File: config.mk
export PLATFORM = sky130hd
export DESIGN_NAME = flut6_split
export DESIGN_NICKNAME = d
export VERILOG_FILES = /design/src/rtl/flut_pkg.sv /design/src/rtl/flut_force.sv /design/src/rtl/flut_tree.sv /design/src/rtl/flut_cfg.sv /design/src/rtl/flut6_split.sv
export SDC_FILE = /design/constraint.sdc
export NUM_CORES = 1
export LEC_CHECK = 0
export ABC_AREA = 1
export BUFFER_PORTS_ARGS = -buffer_cell sky130_fd_sc_hd__buf_2
export CAP_MARGIN = 20
export CORE_MARGIN = 5
export CORE_UTILIZATION = 50
export DETAILED_ROUTE_END_ITERATION = 10
export PLACE_DENSITY = 0.74
export SETUP_SLACK_MARGIN = 0.15
export SYNTH_ARGS = -nofsm -noshare
export SYNTH_HDL_FRONTEND = slang
export SYNTH_SLANG_ARGS = --single-unit
File: constraint.sdc
create_clock -name clk -period 3.6 [get_ports clk]
set_clock_uncertainty 0.05 [all_clocks]
set_input_delay 0.36 -clock clk [delete_from_list [all_inputs] [get_ports clk]]
set_output_delay 0.36 -clock clk [all_outputs]
set_load 0.01 [all_outputs]
File: src/rtl/flut_pkg.sv
package flut_pkg;

  // Start of stage s in a flat node vector that holds the leaves first
  // (stage 0) and then each narrower selector stage in turn.
  function automatic int stage_base(input int tbl_w, input int s);
    return 2 * tbl_w - 2 * (tbl_w >> s);
  endfunction

  // Node of the low tap stage that a forced upper input selects.
  // h picks the half of the table.
  function automatic int lo_tap_node(input int n_in, input int lo, input int h);
    int span;
    span = 1 << (n_in - 1 - lo);
    return h * span + (span - 1);
  endfunction

endpackage

File: src/rtl/flut_force.sv
module flut_force #(
  parameter int N_IN     = 6,
  parameter int LO_STAGE = 4,
  localparam int N_MODE  = N_IN - LO_STAGE
) (
  input  logic [N_IN-1:0]   raw_in,
  input  logic [N_MODE-1:0] mode,
  output logic [N_IN-1:0]   eff_in
);

  // Inputs below the split point pass straight through.
  assign eff_in[LO_STAGE-1:0] = raw_in[LO_STAGE-1:0];

  // Each upper input is ORed with its own mode bit.
  for (genvar m = 0; m < N_MODE; m++) begin : g_force
    assign eff_in[LO_STAGE+m] = raw_in[LO_STAGE+m] | mode[m];
  end

endmodule

File: src/rtl/flut_tree.sv
module flut_tree
  import flut_pkg::*;
#(
  parameter int N_IN     = 6,
  parameter int LO_STAGE = 4,
  localparam int TBL_W   = 1 << N_IN,
  localparam int NODE_W  = 2 * TBL_W - 1
) (
  input  logic [TBL_W-1:0] tbl,
  input  logic [N_IN-1:0]  sel,
  output logic             full_o,
  output logic [1:0]       mid_o,
  output logic [1:0]       lo_o
);

  logic [NODE_W-1:0] node;

  assign node[TBL_W-1:0] = tbl;

  // Stage s halves stage s-1, steered by sel[s-1].
  for (genvar s = 1; s <= N_IN; s++) begin : g_stage
    localparam int W_S   = TBL_W >> s;
    localparam int B_IN  = stage_base(TBL_W, s - 1);
    localparam int B_OUT = stage_base(TBL_W, s);
    for (genvar j = 0; j < W_S; j++) begin : g_node
      assign node[B_OUT+j] = sel[s-1] ? node[B_IN+2*j+1] : node[B_IN+2*j];
    end
  end

  assign full_o = node[stage_base(TBL_W, N_IN)];

  for (genvar h = 0; h < 2; h++) begin : g_tap
    assign mid_o[h] = node[stage_base(TBL_W, N_IN - 1) + h];
    assign lo_o[h]  = node[stage_base(TBL_W, LO_STAGE) + lo_tap_node(N_IN, LO_STAGE, h)];
  end

endmodule

File: src/rtl/flut_cfg.sv
module flut_cfg #(
  parameter int N_IN                  = 6,
  parameter int LO_STAGE              = 4,
  localparam int TBL_W                = 1 << N_IN,
  localparam int N_MODE               = N_IN - LO_STAGE,
  parameter logic [TBL_W-1:0]  TABLE_INIT = '0,
  parameter logic [N_MODE-1:0] MODE_INIT  = '1
) (
  input  logic              clk,
  input  logic              rst,
  input  logic              tbl_we,
  input  logic [TBL_W-1:0]  tbl_d,
  input  logic              mode_we,
  input  logic [N_MODE-1:0] mode_d,
  output logic [TBL_W-1:0]  tbl_q,
  output logic [N_MODE-1:0] mode_q
);

  always_ff @(posedge clk) begin
    if (rst) begin
      tbl_q <= TABLE_INIT;
    end else if (tbl_we) begin
      tbl_q <= tbl_d;
    end
  end

  always_ff @(posedge clk) begin
    if (rst) begin
      mode_q <= MODE_INIT;
    end else if (mode_we) begin
      mode_q <= mode_d;
    end
  end

  AST_MODE_HOLD: assert property (@(posedge clk) disable iff (rst)
    !mode_we |=> $stable(mode_q)) else $error("mode changed without write");

endmodule

File: src/rtl/flut6_split.sv
module flut6_split
  import flut_pkg::*;
#(
  parameter int N_IN     = 6,
  parameter int LO_STAGE = 4,
  localparam int TBL_W   = 1 << N_IN,
  localparam int N_MODE  = N_IN - LO_STAGE,
  parameter logic [TBL_W-1:0]  TABLE_INIT = '0,
  parameter logic [N_MODE-1:0] MODE_INIT  = '1
) (
  input  logic              clk,
  input  logic              rst,
  input  logic [N_IN-1:0]   lut_in,
  input  logic              tbl_we,
  input  logic [TBL_W-1:0]  tbl_d,
  input  logic              mode_we,
  input  logic [N_MODE-1:0] mode_d,
  output logic              f6_o,
  output logic [1:0]        f5_o,
  output logic [1:0]        f4_o
);

  logic [TBL_W-1:0]  tbl_q;
  logic [N_MODE-1:0] mode_q;
  logic [N_IN-1:0]   eff_in;
  logic              full_c;
  logic [1:0]        mid_c;
  logic [1:0]        lo_c;

  flut_cfg #(
    .N_IN       (N_IN),
    .LO_STAGE   (LO_STAGE),
    .TABLE_INIT (TABLE_INIT),
    .MODE_INIT  (MODE_INIT)
  ) u_cfg (
    .clk     (clk),
    .rst     (rst),
    .tbl_we  (tbl_we),
    .tbl_d   (tbl_d),
    .mode_we (mode_we),
    .mode_d  (mode_d),
    .tbl_q   (tbl_q),
    .mode_q  (mode_q)
  );

  flut_force #(
    .N_IN     (N_IN),
    .LO_STAGE (LO_STAGE)
  ) u_force (
    .raw_in (lut_in),
    .mode   (mode_q),
    .eff_in (eff_in)
  );

  flut_tree #(
    .N_IN     (N_IN),
    .LO_STAGE (LO_STAGE)
  ) u_tree (
    .tbl    (tbl_q),
    .sel    (eff_in),
    .full_o (full_c),
    .mid_o  (mid_c),
    .lo_o   (lo_c)
  );

  always_ff @(posedge clk) begin
    if (rst) begin
      f6_o <= 1'b0;
      f5_o <= '0;
      f4_o <= '0;
    end else begin
      f6_o <= full_c;
      f5_o <= mid_c;
      f4_o <= lo_c;
    end
  end

  AST_FORCE_LOW_BIT: assert property (@(posedge clk) disable iff (rst)
    mode_q[0] |-> eff_in[LO_STAGE]) else $error("low forced input not high");

  AST_FORCE_TOP_BIT: assert property (@(posedge clk) disable iff (rst)
    mode_q[N_MODE-1] |-> eff_in[N_IN-1]) else $error("top forced input not high");

  AST_TOP_FORCE_TIE: assert property (@(posedge clk) disable iff (rst)
    mode_q[N_MODE-1] |=> (f6_o == f5_o[1])) else $error("full result differs from upper half");

  AST_DUAL_LO_TIE: assert property (@(posedge clk) disable iff (rst)
    (mode_q == '1) |=> ((f5_o == f4_o) && (f6_o == f4_o[1]))) else $error("split taps disagree");

endmodule

Word level (Yosys, flattened, before mapping) --
Cells that the tools add are included.
Operators by class: multiplexer cells 63, bitwise gates (word level) 2
Operators by type and width (count):
- $mux 1 | 63
- $or 1x1->1 | 2
Word-level totals: register bits 71, bits of input ports 76, output and inout port bits 5, logic and storage cells 70

Depth between registers and ports, before layout --
depth in word-level cells 6, depth in mapped cells 12, depth with buffers taken out 10

By module --
A second synthesis with hierarchy kept.
Second synthesis, totals: cell total of the unflattened synthesis 623, area total of the unflattened synthesis 3731.1 um^2
Modules (own cells, without submodules):
- flut_cfg | times used 1, cells an instance 415, area an instance 2751.4 um^2, sequential area each 1321.3 um^2
- flut_tree | times used 1, cells an instance 183, area an instance 789.5 um^2, sequential area each 0.0 um^2
- flut6_split | times used 1, cells an instance 15, area an instance 137.6 um^2, sequential area each 100.1 um^2
- flut_force | times used 1, cells an instance 10, area an instance 52.6 um^2, sequential area each 0.0 um^2

Least setup slack after synthesis --
OpenSTA, ideal clock, no wires.
kind input to register, start input lut_in[0], end register f6_o, library setup time 0.113 ns, arrival time 1.228 ns, data required time 3.437 ns, path slack 2.210 ns, stages on the path 10, buffers on the path 2, cells stage by stage buf_4 -> buf_4 -> o211ai_1 -> nand3_1 -> nand3_1 -> nand2_1 -> nand2_1 -> nand2_1 -> nor2_1 -> nor2_1
Between the ends: longest elaborated chain between the ends 6, elaborated cells between the ends (all ways) 63, those cells by class mux (63)
Ends and longest elaborated chain:
- start: declaration | RTL line flut6_split.sv:13 | input logic [N_IN-1:0] lut_in,
- $mux 1 (5 in series) | RTL line flut_tree.sv:26 | assign node[B_OUT+j] = sel[s-1] ? node[B_IN+2*j+1] : node[B_IN+2*j];
- $mux 1 * | RTL line flut_tree.sv:26
- end signal: assignment | RTL line flut6_split.sv:72 | f6_o <= full_c;
- end: declaration | RTL line flut6_split.sv:18 | output logic f6_o,
Mark *: on every way between the ends. The rest lies on a longest branch, timed or not. A chain may end at the register's enable or synchronous reset.

Worst setup path in the final report --
Same ends and word-level chain as after synthesis.

==> flow_summary_export.csv <==
group,metric,value,unit
detailed_routing,drt_iter0_drc,178,
clocking,clockRootBuffer,"clkbuf_8",
placed_design,place.gp.congestion,0.897,
outcome,status,"completed",
setup_path,crit_required,3.78,ns
setup_path,worstPathArrival,2.03,ns
cells_and_area,area_delta_synth_final,18.7,%
clocking,cts_tree,"built",
setup_path,r2r_end,"f6_o",
cells_and_area,final_net_count,588,
clocking,cts_hold_buf,0,
grt,overflow,0,
sta,hold_violations,0,
sta,period_share,51.3,%
cells_and_area,instances_no_fill,590,
die,die_w,88.3,µm
sta,tightest_slew,0.775,ns
synthesis,netlist_area,3070,µm²
detailed_routing,drtAntennaViolNets,0,
die,rows,28,
grt,grt_pass1_wl,12600,µm
grt,grt_max_degree,56,
min_path,min_path_type,"input pin to flop",
cells_and_area,regArea,1420,µm²
cells_and_area,multiInputGateArea,1340,µm²
power_and_ir_drop,cellPowerDensity,462,nW/µm²
synthesis,syn_nets,524,
setup_path,reg2reg_depth,10,
detailed_routing,drcViolationCount,0,
sta,setup_viol_count_final,0,
clocking,clockBufferDepth,2,
cells_and_area,diodes,0,
clocking,ctsHtreeMaxLevel,3,
detailed_routing,vias,2996,
synthesis,yosys_warnings,0,
clocking,clk_pin_slew,0.07,ns
die,initial_core_util,51.5,%
detailed_routing,wl_per_cell,12.9,µm
setup_path,worstSetupEndpointType,"flop",
setup_path,crit_end,"f6_o",
sta,fmax,542,MHz
placed_design,io_buffers,80,
die,core_area,5960,µm²
power_and_ir_drop,peakVddDrop,0.000267,V
setup_path,critPathKind,"input pin to flop",
setup_path,rrSetupSlack,2.34,ns
sta,drv_slew,0,
cells_and_area,drive_gt1_share,19.2,%
sta,setup_tns,0,ns
cells_and_area,final_cell_mix,"nor2_1 (80), buf_2 (80), o21ai_0 (77), dfxtp_1 (71), nand2_1 (60)",
clocking,cts_sinks,71,
clocking,postCtsSetupBuffers,0,
job,maxCapViolCount,0,
grt,grt_pass1_vias,2957,
synthesis,synthCells,448,
grt,antenna_found_initial,0,
sta,rsz0062_at_grt,"no",
clocking,worstSkewPairLatency,0.34,ns
synthesis,yosys.cell_types.count,16,
clocking,numCtsBuffers,9,
die,dieHeight,88.3,µm
synthesis,ys_ff_latch,71,
clocking,post_cts_resized,0,
detailed_routing,wirelength,7600,µm
grt,grt.total_usage,20.6,%
power_and_ir_drop,power_leakage,1.73,nW
synthesis,synth.avg_cell_area,6.85,µm²
detailed_routing,drtPass1Iterations,5,
setup_path,cp-start-kind,"input pin",
die,io_pins,81,
setup_path,r2r_start,"u_cfg.tbl_q[26]",
cells_and_area,fillers,575,
detailed_routing,viasPerCell,5.08,
setup_path,worstPathMaxFanout,49,
die,dieArea,7800,µm²
sta,slew_headroom,48.3,%
setup_path,crit_start,"lut_in[0]",
placed_design,dp.cells,576,
sta,fin_crit,1.85,ns
placed_design,dp_hpwl,5300,µm
synthesis,seq_area_frac_synth,46.3,%
[cell families (layout without fill, tap and decap cells)]
family | count (synthesis) | in the layout | share of synthesized area [%]
compound gates | 123 | 123 | 20.2
buf+inv | 76 | 143 | 10.0
flops | 71 | 71 | 46.3
simple gates | 178 | 178 | 23.4
[state kept, by name (all words and copies together) (netlist names)]
register / flops
u_cfg.tbl_q: 64
f4_o: 2
f6_o: 1
u_cfg.mode_q: 2
f5_o: 2
[cell type report]
cell class	count	share of cell area, %
clock buffers	14	5.02
repair buffers	82	11.8
well taps	75	2.58
inverters	47	4.85
multi-input cells	301	36.7
flip-flops and latches	71	39.1
[how the worst min path moves through the flow]
| stage | endpoint | startpoint | depth (start not counted) |
|---|---|---|---|
| 6_report | u_cfg.tbl_q[4] | tbl_d[4] | 3 |
| 5_1_grt | u_cfg.tbl_q[55] | tbl_d[55] | 3 |
| 4_1_cts | u_cfg.mode_q[1] | mode_d[1] | 3 |
| 3_5_place_dp | u_cfg.tbl_q[30] | u_cfg.tbl_q[30] | 2 |
| 3_3_place_gp | u_cfg.tbl_q[16] | u_cfg.tbl_q[16] | 2 |
| 2_1_floorplan | u_cfg.tbl_q[54] | u_cfg.tbl_q[54] | 2 |
[worst max-delay path: stages]
cell and delay, ns:
buf_2 0.59, inv_2 0.29, o21ai_0 0.24, nand3_1 0.09, nand3_1 0.10, nand2_1 0.06
nand2_1 0.07, nand2_1 0.05, nor2_1 0.10, nor2_1 0.06
[metal layers]
layer  part of all wire [%]  global-route usage, %  wire [µm]
met5                      0                      0          0
met4                    2.6                   10.2        195
met3                    6.7                   4.56        509
met2                     44                   32.7       3370
met1                     46                   26.5       3520
[cell usage after synthesis (all sizes together)]
cell type	n	area, µm²
nor2	80	300
o21ai	78	390
dfxtp	71	1420
nand2	60	225
inv	47	176
a21oi	43	215
nand3	37	185
clkbuf	19	71.3
buf	10	60.1
o211ai	2	15.0
or2	1	6.26
[where the power goes]
group	switching (mW)	internal [mW]
combinational	0.140	0.0921
sequential	0.0208	0.842
clock	0.269	0.319
[per-stage QoR]
stage	utilization [%]	cell area [µm²]	power [mW]	worst slack, ns	hold WS, ns
global placement	58.0	3460	1.11	1.54	0.389
floorplan	-	3070	1.03	2.21	0.379
finish	61.1	3640	1.68	1.75	0.193
global route	61.1	3640	1.76	1.48	0.188
detailed placement	58.0	3460	1.11	1.43	0.398
CTS	61.1	3640	1.70	1.78	0.181
Note: power is estimated with default switching activity, not from simulation.
